### config.mk
export PLATFORM = sky130hd
export DESIGN_NAME = i2c_word_bridge
export DESIGN_NICKNAME = d
export VERILOG_FILES = /design/src/rtl/i2c_bridge_pkg.sv /design/src/rtl/i2c_line_sync.sv /design/src/rtl/i2c_word_addr.sv /design/src/rtl/i2c_word_bridge.sv
export SDC_FILE = /design/constraint.sdc
export NUM_CORES = 1
export LEC_CHECK = 0
export ABC_AREA = 1
export BUFFER_PORTS_ARGS = -buffer_cell sky130_fd_sc_hd__buf_2
export CAP_MARGIN = 10
export CORE_MARGIN = 4
export CORE_UTILIZATION = 57
export CTS_CLUSTER_SIZE = 24
export DETAILED_ROUTE_END_ITERATION = 16
export GPL_TIMING_DRIVEN = 0
export PLACE_DENSITY = 0.81
export SLEW_MARGIN = 5
export SYNTH_ARGS = -nofsm -noshare
export SYNTH_HDL_FRONTEND = slang
export SYNTH_SLANG_ARGS = --single-unit
### constraint.sdc
create_clock -name clk_i -period 3 [get_ports clk_i]
set_clock_uncertainty 0.15 [all_clocks]
set_input_delay 0.15 -clock clk_i [delete_from_list [all_inputs] [get_ports clk_i]]
set_output_delay 0.15 -clock clk_i [all_outputs]
set_load 0.005 [all_outputs]
### src/rtl/i2c_bridge_pkg.sv
package i2c_bridge_pkg;
  typedef enum logic [2:0] {
    ST_IDLE, ST_CTRL, ST_ADDR, ST_WDATA, ST_ACK, ST_RDATA, ST_RACK, ST_WAIT
  } bridge_st_e;
endpackage

### src/rtl/i2c_line_sync.sv
module i2c_line_sync #(
  parameter int SYNC_STAGES = 2
) (
  input  logic clk_i,
  input  logic rst_ni,
  input  logic scl_i,
  input  logic sda_i,
  output logic sda_o,
  output logic scl_rise_o,
  output logic scl_fall_o,
  output logic start_o,
  output logic stop_o
);
  localparam int MSB = SYNC_STAGES - 1;

  logic [MSB:0] scl_ff, sda_ff;
  logic         scl_d, sda_d, scl_s, sda_s;

  always_ff @(posedge clk_i or negedge rst_ni) begin
    if (!rst_ni) begin
      scl_ff <= '1;
      sda_ff <= '1;
      scl_d  <= 1'b1;
      sda_d  <= 1'b1;
    end else begin
      scl_ff <= {scl_ff[MSB-1:0], scl_i};
      sda_ff <= {sda_ff[MSB-1:0], sda_i};
      scl_d  <= scl_ff[MSB];
      sda_d  <= sda_ff[MSB];
    end
  end

  assign scl_s      = scl_ff[MSB];
  assign sda_s      = sda_ff[MSB];
  assign sda_o      = sda_s;
  assign scl_rise_o = scl_s & ~scl_d;
  assign scl_fall_o = ~scl_s & scl_d;
  // SDA edge while SCL stays high
  assign start_o    = scl_s & scl_d & sda_d & ~sda_s;
  assign stop_o     = scl_s & scl_d & ~sda_d & sda_s;
endmodule

### src/rtl/i2c_word_addr.sv
module i2c_word_addr #(
  parameter int AW = 8
) (
  input  logic          clk_i,
  input  logic          rst_ni,
  input  logic          load_i,
  input  logic [AW-1:0] load_val_i,
  input  logic          inc_i,
  output logic [AW-1:0] addr_o
);
  logic [AW-1:0] addr_q;

  always_ff @(posedge clk_i or negedge rst_ni) begin
    if (!rst_ni)     addr_q <= '0;
    else if (load_i) addr_q <= load_val_i;
    else if (inc_i)  addr_q <= addr_q + 1'b1;
  end

  assign addr_o = addr_q;

  a_r8_wrap_to_zero: assert property (@(posedge clk_i) disable iff (!rst_ni)
    (inc_i && !load_i && addr_q == '1) |=> (addr_q == '0));

  a_r6_step_one: assert property (@(posedge clk_i) disable iff (!rst_ni)
    (inc_i && !load_i) |=> (addr_q == AW'($past(addr_q) + 1)));
endmodule

### src/rtl/i2c_word_bridge.sv
module i2c_word_bridge
  import i2c_bridge_pkg::*;
#(
  parameter logic [6:0] DEV_ADDR    = 7'h2A,
  parameter int         AW          = 8,
  parameter int         DW          = 32,
  parameter int         SYNC_STAGES = 2
) (
  input  logic          clk_i,
  input  logic          rst_ni,
  input  logic          scl_i,
  input  logic          sda_i,
  output logic          sda_oe_o,
  output logic [AW-1:0] reg_addr_o,
  output logic [DW-1:0] reg_wdata_o,
  output logic          reg_we_o,
  output logic          reg_re_o,
  input  logic [DW-1:0] reg_rdata_i
);
  localparam int          BYTES  = DW / 8;
  localparam int          BW     = (BYTES > 1) ? $clog2(BYTES) : 1;
  localparam logic [BW-1:0] LAST_B = BW'(BYTES - 1);

  logic sda_s, scl_rise, scl_fall, start_det, stop_det;

  i2c_line_sync #(.SYNC_STAGES(SYNC_STAGES)) u_sync (
    .clk_i     (clk_i),
    .rst_ni    (rst_ni),
    .scl_i     (scl_i),
    .sda_i     (sda_i),
    .sda_o     (sda_s),
    .scl_rise_o(scl_rise),
    .scl_fall_o(scl_fall),
    .start_o   (start_det),
    .stop_o    (stop_det)
  );

  bridge_st_e    st_q, nxt_q;
  logic [3:0]    cnt_q;
  logic [BW-1:0] bcnt_q;
  logic [DW-1:0] sh_q, rsh_q;
  logic          oe_q, mack_q;

  logic byte_done, commit, addr_load, rd_load, rd_inc;
  logic [AW-1:0] addr;

  assign byte_done = (cnt_q == 4'd8) && scl_fall;
  assign commit    = (st_q == ST_WDATA) && byte_done && (bcnt_q == LAST_B);
  assign addr_load = (st_q == ST_ADDR) && byte_done;
  assign rd_load   = ((st_q == ST_ACK) && scl_fall && (nxt_q == ST_RDATA)) ||
                     ((st_q == ST_RACK) && scl_fall && mack_q && (bcnt_q == '0));
  assign rd_inc    = (st_q == ST_RDATA) && scl_fall && (cnt_q == 4'd7) && (bcnt_q == LAST_B);

  i2c_word_addr #(.AW(AW)) u_addr (
    .clk_i     (clk_i),
    .rst_ni    (rst_ni),
    .load_i    (addr_load),
    .load_val_i(sh_q[AW-1:0]),
    .inc_i     (commit | rd_inc),
    .addr_o    (addr)
  );

  always_ff @(posedge clk_i or negedge rst_ni) begin
    if (!rst_ni) begin
      st_q   <= ST_IDLE;
      nxt_q  <= ST_IDLE;
      cnt_q  <= '0;
      bcnt_q <= '0;
      sh_q   <= '0;
      rsh_q  <= '0;
      oe_q   <= 1'b0;
      mack_q <= 1'b0;
    end else if (stop_det) begin
      st_q <= ST_IDLE;
      oe_q <= 1'b0;
    end else if (start_det) begin
      st_q  <= ST_CTRL;
      cnt_q <= '0;
      oe_q  <= 1'b0;
    end else begin
      unique case (st_q)
        ST_CTRL, ST_ADDR, ST_WDATA: begin
          if (scl_rise && cnt_q < 4'd8) begin
            sh_q  <= {sh_q[DW-2:0], sda_s};
            cnt_q <= cnt_q + 1'b1;
          end else if (byte_done) begin
            cnt_q <= '0;
            if (st_q == ST_CTRL) begin
              if (sh_q[7:1] == DEV_ADDR) begin
                oe_q   <= 1'b1;
                st_q   <= ST_ACK;
                nxt_q  <= sh_q[0] ? ST_RDATA : ST_ADDR;
                bcnt_q <= '0;
              end else begin
                st_q <= ST_WAIT;
              end
            end else begin
              oe_q   <= 1'b1;
              st_q   <= ST_ACK;
              nxt_q  <= ST_WDATA;
              bcnt_q <= (st_q == ST_ADDR) ? '0 : bcnt_q + 1'b1;
            end
          end
        end
        ST_ACK: begin
          if (scl_fall) begin
            cnt_q <= '0;
            st_q  <= nxt_q;
            if (nxt_q == ST_RDATA) begin
              rsh_q <= reg_rdata_i;
              oe_q  <= ~reg_rdata_i[DW-1];
            end else begin
              oe_q <= 1'b0;
            end
          end
        end
        ST_RDATA: begin
          if (scl_fall) begin
            rsh_q <= {rsh_q[DW-2:0], 1'b0};
            if (cnt_q == 4'd7) begin
              st_q   <= ST_RACK;
              cnt_q  <= '0;
              oe_q   <= 1'b0;
              bcnt_q <= bcnt_q + 1'b1;
            end else begin
              cnt_q <= cnt_q + 1'b1;
              oe_q  <= ~rsh_q[DW-2];
            end
          end
        end
        ST_RACK: begin
          if (scl_rise) mack_q <= ~sda_s;
          if (scl_fall) begin
            if (mack_q) begin
              st_q <= ST_RDATA;
              if (bcnt_q == '0) begin
                rsh_q <= reg_rdata_i;
                oe_q  <= ~reg_rdata_i[DW-1];
              end else begin
                oe_q <= ~rsh_q[DW-1];
              end
            end else begin
              st_q <= ST_WAIT;
            end
          end
        end
        default: ;
      endcase
    end
  end

  assign sda_oe_o    = oe_q;
  assign reg_addr_o  = addr;
  assign reg_wdata_o = sh_q;
  assign reg_we_o    = commit;
  assign reg_re_o    = rd_load;

  a_r3_we_single_cycle: assert property (@(posedge clk_i) disable iff (!rst_ni)
    reg_we_o |=> !reg_we_o);

  a_r7_inc_after_write: assert property (@(posedge clk_i) disable iff (!rst_ni)
    reg_we_o |=> (reg_addr_o == AW'($past(reg_addr_o) + 1)));

  a_r10_stop_releases_sda: assert property (@(posedge clk_i) disable iff (!rst_ni)
    stop_det |=> !sda_oe_o);

  a_r5_no_write_after_start: assert property (@(posedge clk_i) disable iff (!rst_ni)
    start_det |=> !reg_we_o);

  a_r11_strobes_exclusive: assert property (@(posedge clk_i) disable iff (!rst_ni)
    !(reg_we_o && reg_re_o));
endmodule

==> flow_metrics.py, run 1 <==
metrics = {
    "timing": {
        "finalMaxSlewViolations": 0,
        "worst_pin_slew_ns": 0.461,
        "fin_tns_setup_ns": 0,
        "fmax_mhz": 484,
        "min_period_ns": 2.07,
        "setup_violations": 0,
        "rsz0062_at_grt": "no",
        "hold_violations": 0,
        "timing.slew.headroom": 0.692,
        "fin_ws_ns": 0.933,
        "period_share": 0.689,
    },
    "global_routing": {
        "grt_pass1_wl_mm": 18.0,
        "antenna_found_initial": 0,
        "overflow": 0,
        "grt_pass1_vias": 3801,
        "grt_max_degree": 65,
        "track_usage": 0.232,
    },
    "clock_tree": {
        "cts-resized-gates": 0,
        "cts.sinks": 92,
        "holdBufCountCts": 34,
        "cts_tree": "built",
        "clk_pin_slew_ns": 0.09,
        "cts_inserted_buffers": 9,
        "htree_levels": 3,
        "worstSkewPairLatency_ns": 0.36,
        "post_cts_buffers": 0,
        "clockBufferDepth": 2,
        "cts_root_buf": "clkbuf_8",
    },
    "run_status": {
        "status": "completed",
    },
    "worst_setup_path": {
        "crit_chain": "inv_1, ha_1, nand3_1, nor2_1, nand2_1, nor2_1, buf_2",
        "timing.critical_path.required_ns": 2.70,
        "cpPeakStageDelay_ns": 0.44,
        "regToRegStartpoint": "cnt_q[0]$_DFFE_PN0P_",
        "path_class": "flop to output port",
        "cpLargestDelayFamily": "simple AND/OR/NAND/NOR gates",
        "worstSetupPathDepth": 7,
        "regToRegSetupSlack_ns": 0.97,
        "crit_top_cell": "nor2_1",
        "worstSetupEndpointType": "output port",
        "crit_arrival_ns": 1.77,
        "cp_slowest_cell": "dfrtp_1",
        "start_kind": "flop",
        "path_buf_inv": 2,
        "crit_fanout": 5,
        "reg2reg_to": "u_addr.addr_o[0]$_DFFE_PN0P_",
        "worst-r2r-cell-count": 8,
    },
    "final_layout": {
        "multi_input_area_mm2": 0.00197,
        "final_cell_count_no_fill": 717,
        "nFillCells": 553,
        "fin_area_mm2": 0.00567,
        "drive_above_1_share": 0.273,
        "area_delta_synth_final_pct": 23.7,
        "regArea_mm2": 0.00231,
        "nets": 651,
        "diodes": 0,
    },
    "place": {
        "dpl_cell_area_mm2": 0.00513,
        "io_buffer_count": 78,
        "pre_cts_ws_ns": 1.03,
        "hpwl_mm": 7.18,
        "dp.cells": 667,
        "gp_congestion": 0.897,
    },
    "power_and_ir_drop": {
        "pwr-share-comb": 0.351,
        "power_w": 0.00426,
        "p_int_w": 0.00264,
        "worst_ir_drop_vdd_v": 0.000397,
        "p_switching_w": 0.00162,
        "power_leakage_nw": 3.12,
        "powerDensity_mw_per_mm2": 751,
        "switching_share": 0.379,
        "clockPowerShare": 0.200,
        "p_seq_frac": 0.449,
    },
    "synth": {
        "synthTopCellsByCount": "nand2_1, dfrtp_1, inv_1",
        "synth_edf_count": 0,
        "yosysTopAreaCell": "dfrtp_1",
        "synth-async-reset-ratio": 1.00,
        "yosys_warnings": 0,
        "synth_sequential_area_ratio": 0.504,
        "syn_area_mm2": 0.00459,
        "syn_nets": 527,
        "yosysMostFrequentCell": "nand2_1",
        "ys.flop_type": "dfrtp_1",
        "synth.distinct_cells": 29,
        "ys_ff_latch": 92,
        "avgSynthCellArea_um2": 9.44,
        "synth_cells": 486,
        "synth.top_cell.area_share": 0.469,
        "synth_area_leaders": "dfrtp_1, nand2_1, mux2i_1",
    },
    "min_path": {
        "hold-path-endpoint": "rsh_q[31]$_DFFE_PN0P_",
        "whs_path_depth": 3,
        "worstHoldStart": "reg_rdata_i[31]",
        "hp-class": "primary input to flop",
    },
    "floorplan": {
        "initial_utilization": 0.590,
        "die_w_um": 97.7,
        "core_mm2": 0.00777,
        "die_area_mm2": 0.00954,
        "die_h_um": 97.7,
        "rows": 32,
        "io_pins": 79,
    },
    "detailed_routing": {
        "vias_per_cell": 5.24,
        "drt_first_pass_iters": 6,
        "remaining_drc_errors": 0,
        "vias": 3755,
        "post_drt_wl_per_cell_um": 14.5,
        "ant_nets": 0,
        "wl_mm": 10.4,
        "drtIter0Drc": 152,
    },
    "job": {
        "drv_cap": 0,
    },
}
## metal layers
layer  track usage  wire, um  vias up
met4        0.0724       236        0
li1              -         -     1855
met3        0.0503       563       23
met5             0         0        -
met1         0.288      4280     1759
met2         0.403      5290      118
## worst max-delay path by stage
stage / startpoint / endpoint / slack, ns
after global routing: cnt_q[0]$_DFFE_PN0P_ / nxt_q[1]$_DFFE_PN0P_ / 0.86
after detailed placement: cnt_q[0]$_DFFE_PN0P_ / u_addr.addr_o[2]$_DFFE_PN0P_ / 1.03
after global placement: rst_ni / rsh_q[13]$_DFFE_PN0P_ / 0.79
after CTS: u_sync.scl_d$_DFF_PN1_ / reg_we_o / 0.97
final: cnt_q[0]$_DFFE_PN0P_ / reg_we_o / 0.93
after floorplan: u_sync.scl_d$_DFF_PN1_ / reg_wdata_o[17]$_DFFE_PN0P_ / 1.35
## state kept, by name, summed over array words and instances (netlist names), 2 cells and up
signal / count
reg_wdata_o: 32
u_sync.sda_ff: 2
u_sync.scl_ff: 2
u_addr.addr_o: 8
rsh_q: 32
bcnt_q: 2
nxt_q: 3
st_q: 3
cnt_q: 4
## final cells by class
type / count / area share
Timing Repair Buffer: 113 / 0.134
Inverter: 41 / 0.0271
Buffer: 16 / 0.0260
Multi-Input combinational cell: 337 / 0.348
Sequential cell: 92 / 0.407
Clock buffer: 10 / 0.0225
Clock inverter: 6 / 0.0126
Tap cell: 102 / 0.0225
## kinds of logic after synthesis
logic type / count (synthesis) / share of synthesized area
xor+xnor: 5 / 0.00955
flops: 92 / 0.504
fa+ha+maj: 5 / 0.0136
mux: 53 / 0.122
buf+inv: 57 / 0.0658
compound gates: 73 / 0.0999
simple gates: 201 / 0.186
## per-stage QoR
stage / hold WS, ns / util
finish: 0.0264 / 0.730
global placement: 0.104 / 0.657
detailed placement: -0.0437 / 0.661
floorplan: -0.296 / -
global route: 0.0379 / 0.730
CTS: 0.0190 / 0.730
## worst min-delay path, stage by stage
cell	delay, ns
buf_2	0.10
o21ai_0	0.11
o21ai_2	0.14
## power groups by stage
stage	combinational, W	clock, W	sequential (W)
final	0.00150	0.000852	0.00191
after global routing	0.00171	0.000932	0.00196
after CTS	0.00149	0.000865	0.00190
after detailed placement	0.00145	0	0.00192
after global placement	0.00138	0	0.00190
after floorplan	0.00107	0	0.00186
## placed cells by master (no fill, tap or decap), types with 14 or more instances in the layout
cell type	count
nand3_1	33
o21ai_0	18
o21ai_1	27
dfrtp_1	86
mux2i_1	30
mux2_2	23
inv_1	38
nand2_1	123
dlygate4sd3_1	34
nor2_1	27
o21ai_2	14
buf_2	78
Note: power is estimated with default switching activity, not from simulation.
==> inputs of run 2 (changes only) <==
- CORE_UTILIZATION: 57 -> 51
- PLACE_DENSITY: 0.81 -> 0.76
- clock period: 3 -> 1.7 ns (I/O delays scaled with it)
==> run 2 against run 1 <==
Compared with the run above:
- register-to-register slack got worse by 1.1 ns
- final cell count grew 3.9%
- the flow now finishes with violations (setup timing)
- clock power up 69%
- wire length increased by 6.7%
- worst setup slack got worse by 1.1 ns
- combinational power is 120% higher
- design area is 8.5% higher
- total power increased by 92%
- critical path depth unchanged
==> flow_metrics.py, run 2 (synthesis results as in run 1) <==
metrics = {
    "place": {
        "gp_congestion": 0.907,
        "hpwl_mm": 6.86,
        "io_buffer_count": 78,
        "pre_cts_ws_ns": -0.283,
    },
    "global_routing": {
        "grt_max_degree": 55,
        "grt_pass1_wl_mm": 17.3,
        "track_usage": 0.203,
        "grt_pass1_vias": 3762,
        "overflow": 0,
        "antenna_found_initial": 0,
    },
    "power_and_ir_drop": {
        "p_seq_frac": 0.416,
        "switching_share": 0.389,
        "p_int_w": 0.00500,
        "p_switching_w": 0.00319,
        "power_leakage_nw": 3.28,
        "pwr-share-comb": 0.408,
        "powerDensity_mw_per_mm2": 1330,
        "worst_ir_drop_vdd_v": 0.000719,
        "clockPowerShare": 0.176,
    },
    "final_layout": {
        "diodes": 0,
        "nFillCells": 628,
        "final_common_cell": "nand2_1",
        "drive_above_1_share": 0.391,
        "multi_input_area_mm2": 0.00225,
        "final_cell_mix": "nand2_1, dfrtp_1, buf_2, dlygate4sd3_1, mux2i_1",
        "regArea_mm2": 0.00231,
        "nets": 673,
        "final_util": 0.706,
        "area_delta_synth_final_pct": 34.2,
    },
    "worst_setup_path": {
        "timing.critical_path.required_ns": 1.79,
        "crit_top_cell": "nand2_1",
        "start_kind": "flop",
        "crit_arrival_ns": 1.94,
        "cp_slowest_cell": "dfrtp_2",
        "path_buf_inv": 1,
        "cpPeakStageDelay_ns": 0.49,
        "crit_chain": "nand2_1, nand2_1, nor2_2, o2111ai_2, buf_4, nand2_1, o21ai_2",
        "path_class": "flop to flop",
        "cpLargestDelayFamily": "simple AND/OR/NAND/NOR gates",
        "worstSetupEndpointType": "flop",
        "crit_fanout": 7,
    },
    "clock_tree": {
        "cts_root_buf": "clkbuf_8",
        "cts.sinks": 92,
        "clk_pin_slew_ns": 0.09,
        "cts_inserted_buffers": 9,
        "htree_levels": 3,
        "clockBufferDepth": 2,
        "worstSkewPairLatency_ns": 0.36,
        "cts_tree": "built",
    },
    "timing": {
        "setup_violations": 73,
        "period_share": 1.09,
        "worst_pin_slew_ns": 0.540,
        "finalMaxSlewViolations": 0,
        "hold_violations": 0,
        "timing.slew.headroom": 0.640,
        "fin_ws_ns": -0.148,
        "min_period_ns": 1.85,
        "rsz0062_at_grt": "yes",
        "fmax_mhz": 541,
    },
    "floorplan": {
        "initial_utilization": 0.526,
        "die_area_mm2": 0.0106,
        "die_w_um": 103,
        "die_h_um": 103,
        "io_pins": 79,
        "core_mm2": 0.00872,
        "rows": 34,
    },
    "detailed_routing": {
        "vias_per_cell": 5.36,
        "drtIter0Drc": 210,
        "ant_nets": 0,
        "remaining_drc_errors": 0,
        "wl_met2_mm": 5.71,
        "wl_met3_um": 551,
        "wl_mm": 11.1,
        "post_drt_wl_per_cell_um": 14.9,
        "top_layer_used": "met4",
        "vias": 3990,
        "drt_first_pass_iters": 5,
        "wl_met1_mm": 4.60,
    },
    "min_path": {
        "hp-class": "primary input to asynchronous set/reset pin",
    },
    "job": {
        "drv_cap": 0,
    },
    "run_status": {
        "violations": "setup timing",
        "status": "finished with violations",
    },
}
## run 2: worst paths after layout
| check | slack, ns | cells past startpoint | endpoint | from |
|---|---|---|---|---|
| min in group clk_i | 0.21 | 0 | u_sync.scl_ff[1]$_DFF_PN1_ | u_sync.scl_ff[0]$_DFF_PN1_ |
| worst max register to register | -0.15 | 7 | rsh_q[1]$_DFFE_PN0P_ | st_q[0]$_DFFE_PN0P_ |
| worst min-delay path | 0.1 | 2 | reg_wdata_o[30]$_DFFE_PN0P_ | rst_ni |
| max in group asynchronous | 0.65 | 3 | st_q[1]$_DFFE_PN0P_ | rst_ni |
| worst max-delay path | -0.15 | 7 | rsh_q[1]$_DFFE_PN0P_ | st_q[0]$_DFFE_PN0P_ |
| worst min register to register | 0.21 | 0 | u_sync.scl_ff[1]$_DFF_PN1_ | u_sync.scl_ff[0]$_DFF_PN1_ |
## run 2: stage by stage
| step | setup TNS (ns) | power [W] | instances | hold slack [ns] | instance area, um^2 |
|---|---|---|---|---|---|
| detailed placement | -8.11 | 0.00593 | 673 | -0.0547 | 5140 |
| finish | -4.46 | 0.00818 | 745 | 0.0964 | 6150 |
| floorplan | 0 | 0.00517 | 486 | -0.361 | 4590 |
| global placement | -42.35 | 0.00580 | 672 | 0.0418 | 5110 |
| CTS | -0.878 | 0.00768 | 734 | 0.115 | 5910 |
| global route | -9.16 | 0.00876 | 745 | 0.136 | 6150 |
## run 2: cell type report
class                           instances  area share
Sequential cell                        92       0.376
Multi-Input combinational cell        338       0.366
Timing Repair Buffer                  134       0.153
Buffer                                 16      0.0270
Inverter                               41      0.0254
Clock buffer                           12      0.0220
Tap cell                              108      0.0220
Clock inverter                          4     0.00854
## run 2: layer usage
layer,track usage,vias to the layer above
met5,0,-
met4,0.0508,0
met3,0.0352,23
met2,0.354,135
met1,0.264,1914
li1,-,1918
## run 2: power by group through the flow
stage	clock [W]	sequential (W)	combinational (W)
finish	0.00144	0.00340	0.00334
detailed placement	0	0.00339	0.00254
global route	0.00157	0.00348	0.00370
floorplan	0	0.00328	0.00189
CTS	0.00147	0.00337	0.00285
global placement	0	0.00336	0.00244
## run 2: repair_timing
action,CTS,global route
gates resized for setup,44,51
endpoints found under the hold margin,101,0
pin swaps,15,23
setup endpoints to repair,85,87
cloned,0,1
hold buffers,35,0
buffers inserted,10,10
## run 2: worst register-to-register path: cells and delay by family (launching register included)
| family | cells | cell delay [ns] |
|---|---|---|
| AND/OR/NAND/NOR | 4 | 0.56 |
| flip-flops | 1 | 0.49 |
| buffers and inverters | 1 | 0.21 |
| AO/OA/AOI/OAI | 2 | 0.32 |
